`config.mk`:
```
export PLATFORM = sky130hd
export DESIGN_NAME = i2s_stereo_rx
export DESIGN_NICKNAME = d
export VERILOG_FILES = /design/src/rtl/i2s_rx_pkg.sv /design/src/rtl/i2s_rx_sync.sv /design/src/rtl/i2s_rx_slot.sv /design/src/rtl/i2s_rx_pair.sv /design/src/rtl/i2s_stereo_rx.sv
export SDC_FILE = /design/constraint.sdc
export NUM_CORES = 1
export LEC_CHECK = 0
export ABC_AREA = 1
export BUFFER_PORTS_ARGS = -buffer_cell sky130_fd_sc_hd__buf_2
export CAP_MARGIN = 20
export CORE_MARGIN = 5
export CORE_UTILIZATION = 55
export CTS_BUF_LIST = sky130_fd_sc_hd__clkbuf_8
export DETAILED_ROUTE_END_ITERATION = 10
export PLACE_DENSITY = 0.79
export SYNTH_ARGS = -nofsm -noshare
export SYNTH_HDL_FRONTEND = slang
export SYNTH_SLANG_ARGS = --single-unit
```
`constraint.sdc`:
```
create_clock -name clk -period 5.85 [get_ports clk]
set_input_delay 1.17 -clock clk [delete_from_list [all_inputs] [get_ports clk]]
set_output_delay 1.17 -clock clk [all_outputs]
set_load 0.005 [all_outputs]
```
`src/rtl/i2s_rx_pkg.sv`:
```
package i2s_rx_pkg;

  typedef enum logic {
    ALIGN_STD = 1'b0,
    ALIGN_LJ  = 1'b1
  } align_e;

  typedef struct packed {
    logic bclk;
    logic ws;
    logic sd;
  } line_set_t;

endpackage

```
`src/rtl/i2s_rx_sync.sv`:
```
module i2s_rx_sync
  import i2s_rx_pkg::*;
#(
  parameter int STAGES = 2
) (
  input  logic clk,
  input  logic rst_n,
  input  logic bclk_i,
  input  logic ws_i,
  input  logic sd_i,
  output logic rise_o,
  output logic ws_o,
  output logic sd_o
);

  line_set_t stage_q [STAGES];
  line_set_t stage_n [STAGES];
  logic      bclk_prev_q;
  logic      bclk_prev_n;

  // all three lines share one pipeline so their relative timing is preserved
  generate
    for (genvar g = 0; g < STAGES; g++) begin : g_stage
      if (g == 0) begin : g_first
        always_comb stage_n[g] = '{bclk: bclk_i, ws: ws_i, sd: sd_i};
      end else begin : g_next
        always_comb stage_n[g] = stage_q[g-1];
      end

      always_ff @(posedge clk or negedge rst_n) begin
        if (!rst_n) stage_q[g] <= '0;
        else        stage_q[g] <= stage_n[g];
      end
    end
  endgenerate

  always_comb bclk_prev_n = stage_q[STAGES-1].bclk;

  always_ff @(posedge clk or negedge rst_n) begin
    if (!rst_n) bclk_prev_q <= 1'b0;
    else        bclk_prev_q <= bclk_prev_n;
  end

  always_comb begin
    rise_o = stage_q[STAGES-1].bclk & ~bclk_prev_q;
    ws_o   = stage_q[STAGES-1].ws;
    sd_o   = stage_q[STAGES-1].sd;
  end

  // a detected bit-clock edge never lasts two system cycles
  p_rise_single_r9: assert property (@(posedge clk) disable iff (!rst_n)
    rise_o |=> !rise_o);

endmodule

```
`src/rtl/i2s_rx_slot.sv`:
```
module i2s_rx_slot
  import i2s_rx_pkg::*;
#(
  parameter int MAX_W   = 32,
  parameter int SHORT_W = 16
) (
  input  logic             clk,
  input  logic             rst_n,
  input  logic             rise_i,
  input  logic             ws_i,
  input  logic             sd_i,
  input  align_e           align_i,
  input  logic             wlen32_i,
  output logic             commit_o,
  output logic             commit_right_o,
  output logic [MAX_W-1:0] commit_word_o
);

  localparam int CW = $clog2(MAX_W + 1);
  localparam int IW = $clog2(MAX_W);
  localparam int PAD_W = MAX_W - SHORT_W;

  logic             ws_d_q, ws_d_n;
  logic             ws_dd_q, ws_dd_n;
  logic [MAX_W-1:0] acc_q, acc_n;
  logic [CW-1:0]    cnt_q, cnt_n;
  logic             live_q, live_n;

  logic             chan_now;
  logic             chan_prev;
  logic             slot_start;
  logic [CW-1:0]    limit;
  logic [IW-1:0]    bit_idx;

  // the channel owning the current bit: left-justified uses word select as
  // sampled, the standard alignment uses the level from one bit earlier
  always_comb begin
    if (align_i == ALIGN_LJ) begin
      chan_now  = ws_i;
      chan_prev = ws_d_q;
    end else begin
      chan_now  = ws_d_q;
      chan_prev = ws_dd_q;
    end
    slot_start = rise_i & (chan_now ^ chan_prev);
    limit      = wlen32_i ? CW'(MAX_W) : CW'(SHORT_W);
    bit_idx    = IW'(MAX_W - 1) - cnt_q[IW-1:0];
  end

  always_comb begin
    ws_d_n  = ws_d_q;
    ws_dd_n = ws_dd_q;
    acc_n   = acc_q;
    cnt_n   = cnt_q;
    live_n  = live_q;
    if (rise_i) begin
      ws_d_n  = ws_i;
      ws_dd_n = ws_d_q;
      if (slot_start) begin
        acc_n          = '0;
        acc_n[MAX_W-1] = sd_i;
        cnt_n          = CW'(1);
        live_n         = 1'b1;
      end else if (cnt_q < limit) begin
        acc_n[bit_idx] = sd_i;
        cnt_n          = cnt_q + CW'(1);
      end
    end
  end

  always_ff @(posedge clk or negedge rst_n) begin
    if (!rst_n) begin
      ws_d_q  <= 1'b0;
      ws_dd_q <= 1'b0;
      acc_q   <= '0;
      cnt_q   <= '0;
      live_q  <= 1'b0;
    end else if (rise_i) begin
      ws_d_q  <= ws_d_n;
      ws_dd_q <= ws_dd_n;
      acc_q   <= acc_n;
      cnt_q   <= cnt_n;
      live_q  <= live_n;
    end
  end

  // a slot is handed over when the next one starts
  always_comb begin
    commit_o       = slot_start & live_q;
    commit_right_o = chan_prev;
    commit_word_o  = acc_q;
  end

  // the bit counter never runs past the widest slot
  p_cnt_bound_r9: assert property (@(posedge clk) disable iff (!rst_n)
    cnt_q <= CW'(MAX_W));

  // a short sample leaves the low part of a handed-over word clear
  p_short_pad_zero_r6: assert property (@(posedge clk) disable iff (!rst_n)
    (commit_o && !wlen32_i) |-> (commit_word_o[PAD_W-1:0] == '0));

  // a handed-over slot always follows a bit-clock edge
  p_commit_on_edge_r2: assert property (@(posedge clk) disable iff (!rst_n)
    commit_o |-> rise_i);

endmodule

```
`src/rtl/i2s_rx_pair.sv`:
```
module i2s_rx_pair #(
  parameter int MAX_W = 32
) (
  input  logic             clk,
  input  logic             rst_n,
  input  logic             commit_i,
  input  logic             commit_right_i,
  input  logic [MAX_W-1:0] commit_word_i,
  output logic [MAX_W-1:0] left_o,
  output logic [MAX_W-1:0] right_o,
  output logic             valid_o
);

  logic [MAX_W-1:0] left_hold_q, left_hold_n;
  logic             have_left_q, have_left_n;
  logic [MAX_W-1:0] left_q, left_n;
  logic [MAX_W-1:0] right_q, right_n;
  logic             valid_q, valid_n;

  always_comb begin
    left_hold_n = left_hold_q;
    have_left_n = have_left_q;
    left_n      = left_q;
    right_n     = right_q;
    valid_n     = 1'b0;
    if (commit_i) begin
      if (!commit_right_i) begin
        left_hold_n = commit_word_i;
        have_left_n = 1'b1;
      end else begin
        if (have_left_q) begin
          left_n  = left_hold_q;
          right_n = commit_word_i;
          valid_n = 1'b1;
        end
        have_left_n = 1'b0;
      end
    end
  end

  always_ff @(posedge clk or negedge rst_n) begin
    if (!rst_n) begin
      left_hold_q <= '0;
      have_left_q <= 1'b0;
      left_q      <= '0;
      right_q     <= '0;
      valid_q     <= 1'b0;
    end else begin
      left_hold_q <= left_hold_n;
      have_left_q <= have_left_n;
      left_q      <= left_n;
      right_q     <= right_n;
      valid_q     <= valid_n;
    end
  end

  always_comb begin
    left_o  = left_q;
    right_o = right_q;
    valid_o = valid_q;
  end

  // the strobe is a single-cycle pulse
  p_valid_pulse_r8: assert property (@(posedge clk) disable iff (!rst_n)
    valid_o |=> !valid_o);

  // outputs only move together with the strobe
  p_hold_between_r8: assert property (@(posedge clk) disable iff (!rst_n)
    !valid_o |-> ($stable(left_o) && $stable(right_o)));

  // a pair is only emitted when a right slot is handed over
  p_pair_on_right_r4: assert property (@(posedge clk) disable iff (!rst_n)
    valid_o |-> $past(commit_i && commit_right_i));

endmodule

```
`src/rtl/i2s_stereo_rx.sv`:
```
module i2s_stereo_rx
  import i2s_rx_pkg::*;
#(
  parameter int MAX_W       = 32,
  parameter int SHORT_W     = 16,
  parameter int SYNC_STAGES = 2
) (
  input  logic        clk,
  input  logic        rst_n,
  input  logic        bclk_i,
  input  logic        ws_i,
  input  logic        sd_i,
  input  logic        fmt_lj_i,
  input  logic        wlen32_i,
  output logic [31:0] left_o,
  output logic [31:0] right_o,
  output logic        valid_o
);

  logic [1:0]       rst_pipe_q;
  logic             rst_int_n;
  logic             rise;
  logic             ws_s;
  logic             sd_s;
  logic             commit;
  logic             commit_right;
  logic [MAX_W-1:0] commit_word;
  logic [MAX_W-1:0] left_w;
  logic [MAX_W-1:0] right_w;
  align_e           align;

  // asynchronous assertion, synchronous release
  always_ff @(posedge clk or negedge rst_n) begin
    if (!rst_n) rst_pipe_q <= 2'b00;
    else        rst_pipe_q <= {rst_pipe_q[0], 1'b1};
  end
  assign rst_int_n = rst_pipe_q[1];

  assign align = fmt_lj_i ? ALIGN_LJ : ALIGN_STD;

  i2s_rx_sync #(.STAGES(SYNC_STAGES)) u_sync (
    .clk    (clk),
    .rst_n  (rst_int_n),
    .bclk_i (bclk_i),
    .ws_i   (ws_i),
    .sd_i   (sd_i),
    .rise_o (rise),
    .ws_o   (ws_s),
    .sd_o   (sd_s)
  );

  i2s_rx_slot #(.MAX_W(MAX_W), .SHORT_W(SHORT_W)) u_slot (
    .clk            (clk),
    .rst_n          (rst_int_n),
    .rise_i         (rise),
    .ws_i           (ws_s),
    .sd_i           (sd_s),
    .align_i        (align),
    .wlen32_i       (wlen32_i),
    .commit_o       (commit),
    .commit_right_o (commit_right),
    .commit_word_o  (commit_word)
  );

  i2s_rx_pair #(.MAX_W(MAX_W)) u_pair (
    .clk            (clk),
    .rst_n          (rst_int_n),
    .commit_i       (commit),
    .commit_right_i (commit_right),
    .commit_word_i  (commit_word),
    .left_o         (left_w),
    .right_o        (right_w),
    .valid_o        (valid_o)
  );

  generate
    if (MAX_W >= 32) begin : g_out_trim
      assign left_o  = left_w[MAX_W-1 -: 32];
      assign right_o = right_w[MAX_W-1 -: 32];
    end else begin : g_out_pad
      assign left_o  = {left_w,  {(32-MAX_W){1'b0}}};
      assign right_o = {right_w, {(32-MAX_W){1'b0}}};
    end
  endgenerate

  // no strobe during or straight after reset
  p_reset_quiet_r1: assert property (@(posedge clk)
    !rst_int_n |=> !valid_o);

endmodule

```
==> Word level (Yosys, flattened, before mapping) <==
Index checks and enable logic that the tools add are counted.
{ "classes": {"mux": 15, "n_bitwise": 6, "n_addsub": 2, "order_cmp": 3, "n_reduce_logical": 6} }
{ "op_table": {"columns": ["cell", "count"], "rows": [
  ["$mux 32", 2],
  ["$bwmux 32", 1],
  ["$mux 6", 3],
  ["$mux 1", 8],
  ["$add 6x1->6 const B", 1],
  ["$lt 5x6->1 const B", 1],
  ["$lt 6x6->1", 1],
  ["$reduce_and 2->1", 3],
  ["$demux 1 s5", 1],
  ["$ge 5x1->1 const B", 1],
  ["$sub 5x5->5 const A", 1],
  ["$and 1x1->1", 3],
  ["$reduce_and 3->1", 1],
  ["$not 1->1", 2],
  ["$reduce_bool 2->1", 1],
  ["$logic_and 1x1->1", 1],
  ["$xor 1x1->1", 1]
]} }
{ "word_totals": {"ff_bits": 148, "out_inout_bits": 65, "in_bits": 7} }

==> Longest topological paths before layout <==
{ "depth": {"ltp_word": 8, "ltp_mapped": 11, "depth_no_buf": 10} }

==> Cells and area by module <==
Synthesis repeated with hierarchy kept, for this count alone.
{ "hier_totals": {"hier_cells": 737, "area_unflattened_um2": 6368.6} }
{ "by_module_without_submodules": {"columns": ["module", "seq_area_each_um2", "cells_per_inst", "instances", "area_per_inst_um2"], "rows": [
  ["i2s_rx_pair", 2452.4, 428, 1, 3895.0],
  ["i2s_rx_slot", 1026.0, 297, 1, 2234.6],
  ["i2s_rx_sync", 175.2, 9, 1, 185.2],
  ["i2s_stereo_rx", 50.0, 3, 1, 53.8]
]} }

==> Least setup slack after synthesis <==
No wires, ideal clock.
{ "synth_timing": {"path_kind": "input-to-reg", "from": "input wlen32_i", "to": "register u_slot.acc_q[15], in the netlist u_slot.commit_word_o[15]", "path_stages": 9, "setup_time_ns": 0.077, "n_path_buf": 2, "arrival_ns": 2.213, "setup_slack_ns": 3.560, "required_time_ns": 5.773, "path_cell_list": "inv_1 ha_1 inv_1 nor2_1 nor2_2 buf_4 buf_6 nand3_1 a21oi_1"} }
{ "synth_via": {"elab_chain_len": 4} }
{ "synth_lines": {"columns": ["item", "line", "rtl"], "rows": [
  ["start: declaration", "i2s_stereo_rx.sv:14", "input logic wlen32_i,"],
  ["$mux 6", "i2s_rx_slot.sv:46", "limit = wlen32_i ? CW'(MAX_W) : CW'(SHORT_W);"],
  ["$lt 6x6->1", "i2s_rx_slot.sv:64", "end else if (cnt_q < limit) begin"],
  ["$reduce_bool 2->1 (no line)", null, null],
  ["$reduce_and 2->1 (no line)", null, null],
  ["end signal: assignment", "i2s_rx_slot.sv:81", "acc_q <= acc_n;"],
  ["end: declaration", "i2s_rx_slot.sv:25", "logic [MAX_W-1:0] acc_q, acc_n;"]
]} }
Every way passes these cells.
A chain may end at the register's enable or synchronous reset.

==> Worst setup path after layout <==
{ "layout_timing": {"from": "input fmt_lj_i", "to": "register u_pair.right_q[24], in the netlist u_pair.right_o[24]"} }
{ "layout_via": {"elab_chain_len": 6} }
{ "layout_lines": {"columns": ["item", "line", "rtl"], "rows": [
  ["start: declaration", "i2s_stereo_rx.sv:13", "input logic fmt_lj_i,"],
  ["$mux 1 (*)", "i2s_stereo_rx.sv:39", "assign align = fmt_lj_i ? ALIGN_LJ : ALIGN_STD;"],
  ["$mux 1", "i2s_rx_slot.sv:38", "if (align_i == ALIGN_LJ) begin"],
  ["$xor 1x1->1", "i2s_rx_slot.sv:45", "slot_start = rise_i & (chan_now ^ chan_prev);"],
  ["$and 1x1->1", "i2s_rx_slot.sv:45", null],
  ["$and 1x1->1", "i2s_rx_slot.sv:89", "commit_o = slot_start & live_q;"],
  ["$reduce_and 3->1 (no line) (*)", null, null],
  ["end signal: assignment", "i2s_rx_pair.sv:52", "right_q <= right_n;"],
  ["end: declaration", "i2s_rx_pair.sv:17", "logic [MAX_W-1:0] right_q, right_n;"]
]} }
Every way passes the cells marked *; elsewhere a longest branch is shown, timed or not.

==> reports/results.txt <==
Status -> finished, final reports clean
Worst slew pin tran -> 1.075 ns
Syn Area/Cell -> 8.627 µm²
Most common cell after layout, fill and taps aside -> nand2_1
Layout area overhead -> 12.06%
Final slew viol count -> 0
Initial Utilization -> 56.14%
RSZ-0062 raised after global routing -> false
Post-CTS Hold Buffers -> 0
Row count -> 39
Area of the die -> 13910 µm²
Power Density -> 308.1 nW/µm²
H-tree depth -> 4
Maximum clock rate -> 327.3 MHz
Hold Violations, Final -> 0
DP Cell Count -> 913
Layout cells sized above 1 -> 14.55%
Port bufs -> 71
Max-Cap Viols -> 0
DRC violations left -> 0
Crit path capture -> u_pair.right_o[24]
Total gr overflow -> 0
Startpoint types -> primary input
Remaining antenna violation count -> 0
WS Path Type -> primary input to register
Relative slew slack -> 28.31%
First-pass GRT wire length -> 23760 µm
Reg2Reg Capture Point -> u_pair.right_o[24]
Die X -> 118.0 µm
Vias in the first global route -> 4893
DR vias/cell -> 5.388
DRT Pass-1 Iters -> 5
Worst-case reg-to-reg path depth -> 8
Reg2reg start -> u_slot.ws_dd_q
Skew final -> 0.008346 ns
DR vias -> 5102
Synth top area share -> 57.78%
Leading area contributor after synthesis -> dfrtp_1
Final setup fails -> 0
Fin cells -> 947
Postcts setup bufs -> 0
WL/cell -> 14.24 µm
Overall power -> 2.213 mW
Hold WC Path Type -> register to asynchronous set/reset pin
CP Capture Type -> register
Num CTS Buffers -> 17
Cell Area, Synth -> 6410 µm²
Req. time, crit path -> 6.18 ns
P_leak -> 3.672 nW
All-Layer GR Usage -> 20.28%
Largest net degree at the start of global routing -> 98
Fin Setup TNS -> 0 ns
Register area share after synthesis -> 57.78%
Peak supply drop -> 0.1726 mV
Synthesis Warnings -> 0
Ranking of synthesized cells by area -> dfrtp_1 (58%), nand2_1 (15%), nand4_1 (6.4%), nand3_1 (3.5%), inv_1 (3.1%)
Final min period -> 3.055 ns
Gpl congestion -> 0.8151
Routed wire length -> 13490 µm
Fill count -> 963
WP data arrival -> 3.38 ns
# diodes -> 0
Distinct cells, synth -> 22
Synthesized flop and latch total -> 148
Sink Count -> 148
Finished Core Util -> 62.91%
Final Net Count -> 803
Post-Syn Nets -> 755
Reg clk slew, reported paths -> 0.08 ns
Initial antenna violation count -> 0
Post_cts resized -> 0
Highest-count cells in the layout ignoring fill and taps -> nand2_1 (256), dfrtp_1 (146), buf_2 (71)
Worst skew pair latency -> 0.44 ns
CTS Buffer Depth -> 2
Post-Syn Instances -> 743
CTS tree -> done
CP max FO -> 65
I/O Pins -> 72
Die height -> 118.0 µm
Iter 0 DRT Violations -> 557
Post-detail-place hpwl -> 8513 µm
CORE AREA -> 11420 µm²
Root Driver -> clkbuf_8
Worst Setup SP -> fmt_lj_i
Final period utilization -> 52.23%
Reg2Reg Setup Slack -> 3.33 ns
[power breakdown]
group / switching (mW) / internal [mW]
Combinational: 0.191 / 0.0721
Sequential: 0.0520 / 1.09
Clock: 0.384 / 0.430
[how the worst min path moves through the flow]
stage                 startpoint                  to  slack [ns]  depth (start not counted)
2_1_floorplan      rst_pipe_q[0]       rst_pipe_q[1]        0.33                          0
3_3_place_gp   u_sync.stage_n[1]         u_sync.ws_o        0.33                          0
3_5_place_dp   u_sync.stage_n[0]         u_sync.sd_o        0.34                          0
4_1_cts        u_sync.stage_n[0]         u_sync.sd_o        0.36                          0
5_1_grt            rst_pipe_q[1]  u_pair.right_o[14]        0.18                          0
6_report           rst_pipe_q[1]  u_pair.right_o[14]        0.16                          0
[layer usage]
metal	GRT usage, %	share of wire, %
met1	27.84	44
met2	31.01	49
met3	5.430	5.9
met4	7.670	1.6
met5	0	0
[flip-flops by register name, summed over array words and instances, names as in the netlist]
name	cells
u_pair.left_hold_q	32
u_pair.left_o	32
u_pair.right_o	32
u_slot.commit_word_o	32
u_slot.cnt_q	6
u_sync.stage_n	3
rst_pipe_q	2
u_pair.have_left_q	1
u_pair.valid_o	1
u_slot.live_q	1
u_slot.ws_d_q	1
u_slot.ws_dd_q	1
u_sync.bclk_prev_n	1
u_sync.bclk_prev_q	1
u_sync.sd_o	1
u_sync.ws_o	1
[layout make-up]
cell class	count	area [µm²]	area share [%]
flip-flops and latches	148	3709	51.63
multi-input cells	491	2235	31.11
repair buffers	79	447.9	6.236
clock buffers	18	247.7	3.449
inverters	54	202.7	2.822
well taps	143	178.9	2.491
clock inverters	14	162.7	2.264
[synth_stat cells (all sizes together)]
library cell and n:
inv 54, a21oi 34, nand3 46, clkbuf 13, buf 37, nor2 46, o21ai 36, ha 5
nand4 66, nand2 256, conb 1, and2 1, dfrtp 148
[critical path: stages]
cell and delay (ns):
buf_2 0.12, inv_1 0.05, nand2_1 0.08, and2_1 0.19, nor2_4 0.08, buf_4 0.50
nand3_2 0.54, buf_4 0.45, nand2_1 0.10, nand2_1 0.06
[metrics by stage]
step / hold WS, ns / setup slack (ns) / cell area [µm²]
2_1_floorplan: 0.3312 / 1.421 / 6410
3_3_place_gp: 0.3320 / 2.397 / 6725
3_5_place_dp: 0.3372 / 2.311 / 6725
4_1_cts: 0.3551 / 2.774 / 7136
5_1_grt: 0.1763 / 2.553 / 7183
6_report: 0.1646 / 2.795 / 7183
[cells by family (layout without fill, tap and decap cells)]
logic type      count (synthesis)  after routing  synth area share, %
compound gates                 70             70                5.465
simple gates                  415            415                28.21
other cells                     1              1              0.05850
buf+inv                       104            165                7.515
fa+ha+maj                       5              5               0.9760
flops                         148            148                57.78
(Power assumes the default switching activity.)
